File: config.mk
export PLATFORM = sky130hd
export DESIGN_NAME = scl_period_gen
export DESIGN_NICKNAME = d
export VERILOG_FILES = /design/src/rtl/sclgen_pkg.sv /design/src/rtl/sclgen_sync.sv /design/src/rtl/sclgen_compose.sv /design/src/rtl/sclgen_timer.sv /design/src/rtl/scl_period_gen.sv
export SDC_FILE = /design/constraint.sdc
export NUM_CORES = 1
export LEC_CHECK = 0
export BUFFER_PORTS_ARGS = -buffer_cell sky130_fd_sc_hd__buf_2
export CELL_PAD_IN_SITES_DETAIL_PLACEMENT = 2
export CELL_PAD_IN_SITES_GLOBAL_PLACEMENT = 2
export CORE_MARGIN = 2
export CORE_UTILIZATION = 35
export DETAILED_ROUTE_END_ITERATION = 7
export GPL_ROUTABILITY_DRIVEN = 0
export PLACE_DENSITY_LB_ADDON = 0.3
export SYNTH_ARGS = -nofsm -noshare
export SYNTH_HDL_FRONTEND = slang
export SYNTH_SLANG_ARGS = --single-unit
File: constraint.sdc
create_clock -name clk -period 4.6 [get_ports clk]
set_input_delay 0.69 -clock clk [delete_from_list [all_inputs] [get_ports clk]]
set_output_delay 0.69 -clock clk [all_outputs]
set_load 0.03 [all_outputs]
File: src/rtl/sclgen_pkg.sv
package sclgen_pkg;

  typedef enum logic [1:0] {
    CMD_NONE  = 2'd0,
    CMD_START = 2'd1,
    CMD_BIT   = 2'd2,
    CMD_STOP  = 2'd3
  } cmd_e;

  typedef enum logic [3:0] {
    ST_IDLE,      // bus released
    ST_PARK,      // SCL held low, low time met
    ST_SHOLD,     // START hold: SDA low, SCL high
    ST_SLOW,      // low period after START, SDA still low
    ST_RWAIT,     // repeated START: waiting for SCL high
    ST_RSETUP,    // repeated START setup with SDA high
    ST_BWAIT,     // bit: waiting for SCL high
    ST_BHIGH,     // bit: high period
    ST_BLOW,      // bit: low period
    ST_PWAIT,     // STOP: waiting for SCL high, SDA low
    ST_PHIGH      // STOP setup before SDA release
  } st_e;

endpackage

File: src/rtl/sclgen_sync.sv
module sclgen_sync #(
  parameter int STAGES = 2
) (
  input  logic clk,
  input  logic rst,
  input  logic d,
  output logic q
);

  logic [STAGES-1:0] chain_q;

  always_ff @(posedge clk) begin
    if (rst) chain_q <= '1;
    else     chain_q <= {chain_q[STAGES-2:0], d};
  end

  assign q = chain_q[STAGES-1];

endmodule

File: src/rtl/sclgen_compose.sv
module sclgen_compose #(
  parameter int LSB_W   = 8,
  parameter bit HAS_EXT = 1'b1,
  localparam int CNT_W  = LSB_W + 1
) (
  input  logic [LSB_W-1:0] lsb,
  input  logic             msb,
  output logic [CNT_W-1:0] count
);

  generate
    if (HAS_EXT) begin : g_ext
      assign count = {msb, lsb};
    end else begin : g_noext
      assign count = {msb & 1'b0, lsb};
    end
  endgenerate

endmodule

File: src/rtl/sclgen_timer.sv
module sclgen_timer #(
  parameter int CNT_W = 9
) (
  input  logic             clk,
  input  logic             rst,
  input  logic             clr,
  input  logic             run,
  input  logic             slow,
  input  logic [CNT_W-1:0] limit,
  output logic             expire
);

  logic             pre_q;
  logic [CNT_W-1:0] cnt_q;
  logic             done_q;
  logic             tick;
  logic             last;
  logic             hit;

  assign tick   = !slow || pre_q;
  assign last   = ({1'b0, cnt_q} + {{CNT_W{1'b0}}, 1'b1}) >= {1'b0, limit};
  assign hit    = run && tick && last;
  assign expire = run && (done_q || hit);

  always_ff @(posedge clk) begin
    if (rst || clr) begin
      pre_q  <= 1'b0;
      cnt_q  <= '0;
      done_q <= 1'b0;
    end else if (run) begin
      done_q <= done_q || hit;
      if (tick) begin
        pre_q <= 1'b0;
        if (!last) cnt_q <= cnt_q + 1'b1;
      end else begin
        pre_q <= 1'b1;
      end
    end
  end

endmodule

File: src/rtl/scl_period_gen.sv
module scl_period_gen
  import sclgen_pkg::*;
#(
  parameter int LSB_W       = 8,
  parameter bit HAS_EXT     = 1'b1,
  parameter int SYNC_STAGES = 2
) (
  input  logic             clk,
  input  logic             rst,
  input  logic             en,
  input  logic [1:0]       cmd,
  input  logic [LSB_W-1:0] lo_lsb,
  input  logic [LSB_W-1:0] hi_lsb,
  input  logic             lo_msb,
  input  logic             hi_msb,
  input  logic             slow,
  input  logic             scl_in,
  output logic             scl_pull,
  output logic             sda_pull,
  output logic             ready,
  output logic             sample_stb,
  output logic             drive_stb
);

  localparam int CNT_W = LSB_W + 1;

  st_e              state_q, nxt;
  cmd_e             op;
  logic             scl_hi;
  logic [CNT_W-1:0] lo_cnt, hi_cnt, limit;
  logic             low_phase, timed, expire, restart;

  assign op = cmd_e'(cmd);

  sclgen_sync #(.STAGES(SYNC_STAGES)) u_sync (
    .clk (clk),
    .rst (rst),
    .d   (scl_in),
    .q   (scl_hi)
  );

  sclgen_compose #(.LSB_W(LSB_W), .HAS_EXT(HAS_EXT)) u_lo (
    .lsb   (lo_lsb),
    .msb   (lo_msb),
    .count (lo_cnt)
  );

  sclgen_compose #(.LSB_W(LSB_W), .HAS_EXT(HAS_EXT)) u_hi (
    .lsb   (hi_lsb),
    .msb   (hi_msb),
    .count (hi_cnt)
  );

  assign low_phase = (state_q == ST_SLOW) || (state_q == ST_BLOW);
  assign timed     = low_phase || (state_q == ST_SHOLD) || (state_q == ST_RSETUP) ||
                     (state_q == ST_BHIGH) || (state_q == ST_PHIGH);
  assign limit     = low_phase ? lo_cnt : hi_cnt;
  assign restart   = (nxt != state_q);

  sclgen_timer #(.CNT_W(CNT_W)) u_timer (
    .clk    (clk),
    .rst    (rst),
    .clr    (restart),
    .run    (timed),
    .slow   (slow),
    .limit  (limit),
    .expire (expire)
  );

  // Low phases end only once the synchronized line reads low as well.
  always_comb begin
    nxt = state_q;
    unique case (state_q)
      ST_IDLE:   if (op == CMD_START) nxt = ST_SHOLD;
      ST_PARK: begin
        case (op)
          CMD_START: nxt = ST_RWAIT;
          CMD_BIT:   nxt = ST_BWAIT;
          CMD_STOP:  nxt = ST_PWAIT;
          default:   nxt = ST_PARK;
        endcase
      end
      ST_SHOLD:  if (expire)            nxt = ST_SLOW;
      ST_SLOW:   if (expire && !scl_hi) nxt = ST_PARK;
      ST_RWAIT:  if (scl_hi)            nxt = ST_RSETUP;
      ST_RSETUP: if (expire)            nxt = ST_SHOLD;
      ST_BWAIT:  if (scl_hi)            nxt = ST_BHIGH;
      ST_BHIGH:  if (expire)            nxt = ST_BLOW;
      ST_BLOW:   if (expire && !scl_hi) nxt = ST_PARK;
      ST_PWAIT:  if (scl_hi)            nxt = ST_PHIGH;
      ST_PHIGH:  if (expire)            nxt = ST_IDLE;
      default:                          nxt = ST_IDLE;
    endcase
    if (!en) nxt = ST_IDLE;
  end

  always_ff @(posedge clk) begin
    if (rst) begin
      state_q    <= ST_IDLE;
      scl_pull   <= 1'b0;
      sda_pull   <= 1'b0;
      ready      <= 1'b1;
      sample_stb <= 1'b0;
      drive_stb  <= 1'b0;
    end else begin
      state_q    <= nxt;
      scl_pull   <= (nxt == ST_SLOW) || (nxt == ST_BLOW) || (nxt == ST_PARK);
      sda_pull   <= (nxt == ST_SHOLD) || (nxt == ST_SLOW) ||
                    (nxt == ST_PWAIT) || (nxt == ST_PHIGH);
      ready      <= (nxt == ST_IDLE) || (nxt == ST_PARK);
      sample_stb <= (nxt == ST_BHIGH) && (state_q != ST_BHIGH);
      drive_stb  <= (nxt == ST_BLOW) && (state_q != ST_BLOW);
    end
  end

endmodule

==> impl_metrics.ini <==
[worst_setup_path]
crit_chain = ha_1 > nand3_1 > nor2_1 > nand3_1 > xnor2_1 > ha_1 > nand3_1 > nor3_2 > o31ai_2 > a31o_1 > o221ai_2 > nor4_1
flop_to_flop_setup_slack_ns = 0.65
max_stage_delay_ns = 0.69
regToRegStartpoint = u_timer.cnt_q[0]
worstSetupEndpointType = flop
slowest_stage = o221ai_2
crit_arrival_ns = 4.06
cp_common_cell = nand3_1
critPathMaxFanout = 11
worstSetupPathType = flop to flop
worstPathBufferInverterCount = 0
ff2ff_path_depth = 12
startpoint_class_of_the_critical_path = flop
critical_path.top_delay_family = simple AND/OR/NAND/NOR gates
cp_data_required_time_ns = 4.71
regToRegEndpoint = u_timer.cnt_q[8]

[timing]
timing.final.hold_violations = 0
rsz0062_at_grt = no
setup-violations-final = 0
clock-skew-final_ns = 0.00378
finalCriticalPeriod_ns = 3.95
max_slew_margin = 0.399
totalNegativeSetupSlack_ns = 0
worstMarginPinSlew_ns = 0.901
max_freq_ghz = 0.253
worst_slack_ns = 0.652
timing.final.crit_share = 0.858
drv_slew = 0

[clock_network]
cts_hold_repair.buffers = 0
tritoncts.num_buffers = 3
post_cts.resized_instances = 0
ctsHtreeMaxLevel = 1
cts.repair_timing.setup_buffer_count = 0
clk-insertion-delay-late_ns = 0.26
cts_num_sinks = 22
cts_root_buffer = clkbuf_8
register_clock_pin_slew_on_the_reported_worst_setup_and_hold_paths_ns = 0.08
clock_path_buffers = 2
cts_tree = done

[cells_and_area]
antenna-diode-count = 0
post_route_cells_drive_above_1_share = 0.277
area.growth.synth_to_final_pct = 12.0
final-seq-area_um2 = 440
fillers = 672
fin_area_um2 = 2250
area_used_by_multi_input_combinational_logic_um2 = 1460
nNetsFinal = 295
highest_count_cells_in_the_layout_ignoring_fill_and_taps = 29 x buf_2, 22 x dfxtp_1, 18 x nand2_1, 18 x nor2_1, 13 x ha_1
mostFrequentLayoutCell = buf_2
instances_no_fill = 328

[logic_synthesis]
yosys-top-cells-area = dfxtp_1 22%, ha_1 8.1%, nor4_2 6.2%, mux2i_1 6.0%, xnor2_1 3.5%
synth_top_area_cell = dfxtp_1
number_of_synthesized_flops_with_an_enable_pin = 0
post_synth.cell_area_avg_um2 = 8.77
ys_async_sr_fraction = 0
synth.ff_latch_count = 22
syn_inst = 229
yosysSeqAreaShare = 0.219
synthesis.nets = 267
yosysTopAreaCellShare = 0.219
synth-warning-count = 0
netlist_area_um2 = 2010
yosys.cell_types.count = 58
synth_flop_cell = dfxtp_1

[power_and_ir_drop]
total_power_mw = 0.383
cellPowerDensity_nw_per_um2 = 170
share_seq_of_total_power = 0.507
switching_share = 0.242
power_frac_clock = 0.361
internal_power_mw = 0.291
vdd_ir_drop_max_uv = 147
switchingPower_mw = 0.0925
power_leakage_nw = 0.899
power_frac_comb = 0.132

[flow_run]
drv_cap = 0

[global_routing]
first_pass_grt_wire_length_um = 9900
via_count_of_the_first_global_routing_pass = 1911
grt.overflow.total = 0
grt_antenna_before_repair = 0
grtUsageTotal = 0.197
grt_max_degree = 21

[route]
detail_route.iter0.violations = 113
post-route-drc-count = 0
route.final.wire_length_um = 5880
dr_total_vias = 1820
first_pass_iters = 4
antenna_violating_nets_post_route = 0
wire_per_inst_um = 17.9
number_of_vias_per_cell_after_detailed_routing = 5.55

[min_path]
hold-path-endpoint = u_sync.chain_q[1]
hp-class = flop to flop
worst_hold_startpoint = u_sync.chain_q[0]
min_delay_path_depth = 1

[die]
io_pins = 30
floorplan.initialDensity = 0.362
coreArea_um2 = 5540
floorplan.die_area_um2 = 6360
die_extent_in_y_um = 79.7
die_width_um = 79.7
core.rowCount = 27

[placement]
post-place-cells = 324
port-buffer-count = 29
dp_worst_setup_slack_ns = 0.672
dpl_cell_area_um2 = 2190
final_hpwl_dp_um = 4620

[outcome]
status = complete, no violations
final cells by class:
type	count	area share
multi-input cells	190	0.647
repair buffers	35	0.0845
clock buffers	4	0.0245
flip-flops and latches	22	0.196
well taps	72	0.0400
inverters	5	0.00834
sequential cells by signal (all words and copies together) (netlist names):
signal          flops
u_timer.pre_q       1
sample_stb          1
u_timer.cnt_q       9
u_timer.done_q      1
scl_pull            1
u_sync.chain_q      2
state_q             4
drive_stb           1
sda_pull            1
ready               1
cell usage after synthesis, types with 2 or more instances:
cell and n:
a21o_1 3, a21oi_1 9, a31oi_1 3, buf_2 4, buf_4 3, buf_6 3, dfxtp_1 22, ha_1 13
inv_1 4, mux2_2 2, mux2i_1 12, nand2_1 18, nand2b_1 10, nand3_1 7, nand4_1 3, nor2_1 18
nor3_1 6, nor3_2 4, nor4_1 5, nor4_2 10, nor4b_1 2, o21ai_0 8, o31ai_1 4, o32ai_1 2
or2_2 3, or3_1 5, xnor2_1 8, xor2_1 8
power groups by stage:
stage / registers, mW / logic (mW) / clock network [mW]
after global placement: 0.199 / 0.0486 / 0
after detailed placement: 0.199 / 0.0507 / 0
after CTS: 0.194 / 0.0513 / 0.143
after floorplan: 0.200 / 0.0309 / 0
final: 0.194 / 0.0506 / 0.138
after global routing: 0.195 / 0.0567 / 0.152
worst max-delay path by stage:
| stage | from | end | slack [ns] | depth (start not counted) |
|---|---|---|---|---|
| floorplan | state_q[3] | u_timer.cnt_q[0] | 1.30 | 14 |
| global placement | u_timer.cnt_q[0] | u_timer.cnt_q[8] | 0.88 | 12 |
| detailed placement | u_timer.cnt_q[0] | u_timer.cnt_q[8] | 0.67 | 12 |
| CTS | u_timer.cnt_q[0] | u_timer.cnt_q[8] | 0.64 | 12 |
| global route | u_timer.cnt_q[0] | u_timer.cnt_q[8] | 0.33 | 12 |
| finish | u_timer.cnt_q[0] | u_timer.cnt_q[8] | 0.65 | 12 |
worst register-to-register path: stages, from the launching register on:
cell and delay (ns):
dfxtp_1 0.45, ha_1 0.25, nand3_1 0.19, nor2_1 0.27, nand3_1 0.16, xnor2_1 0.18
ha_1 0.32, nand3_1 0.18, nor3_2 0.54, o31ai_2 0.20, a31o_1 0.25, o221ai_2 0.69
nor4_1 0.12
cell families after synthesis:
logic type | after synthesis | synth area share
multiplexers | 14 | 0.0710
XOR/XNOR | 16 | 0.0698
adder cells (fa/ha/maj) | 13 | 0.0810
AND/OR/NAND/NOR | 103 | 0.329
AO/OA/AOI/OAI | 44 | 0.174
flip-flops | 22 | 0.219
buffers and inverters | 17 | 0.0561
layer usage:
layer	GRT usage	vias up	wire length (um)
met5	0	-	0
met4	0.0407	0	31
met3	0.0102	2	132
met2	0.312	28	2630
met1	0.295	892	3080
li1	-	898	-
metrics by stage:
step	hold slack, ns	utilization
final	0.423	0.406
after global routing	0.444	0.406
after CTS	0.425	0.406
after detailed placement	0.404	0.396
after global placement	0.390	0.396
after floorplan	0.389	-
No activity file was read; power rests on OpenSTA's default activity.
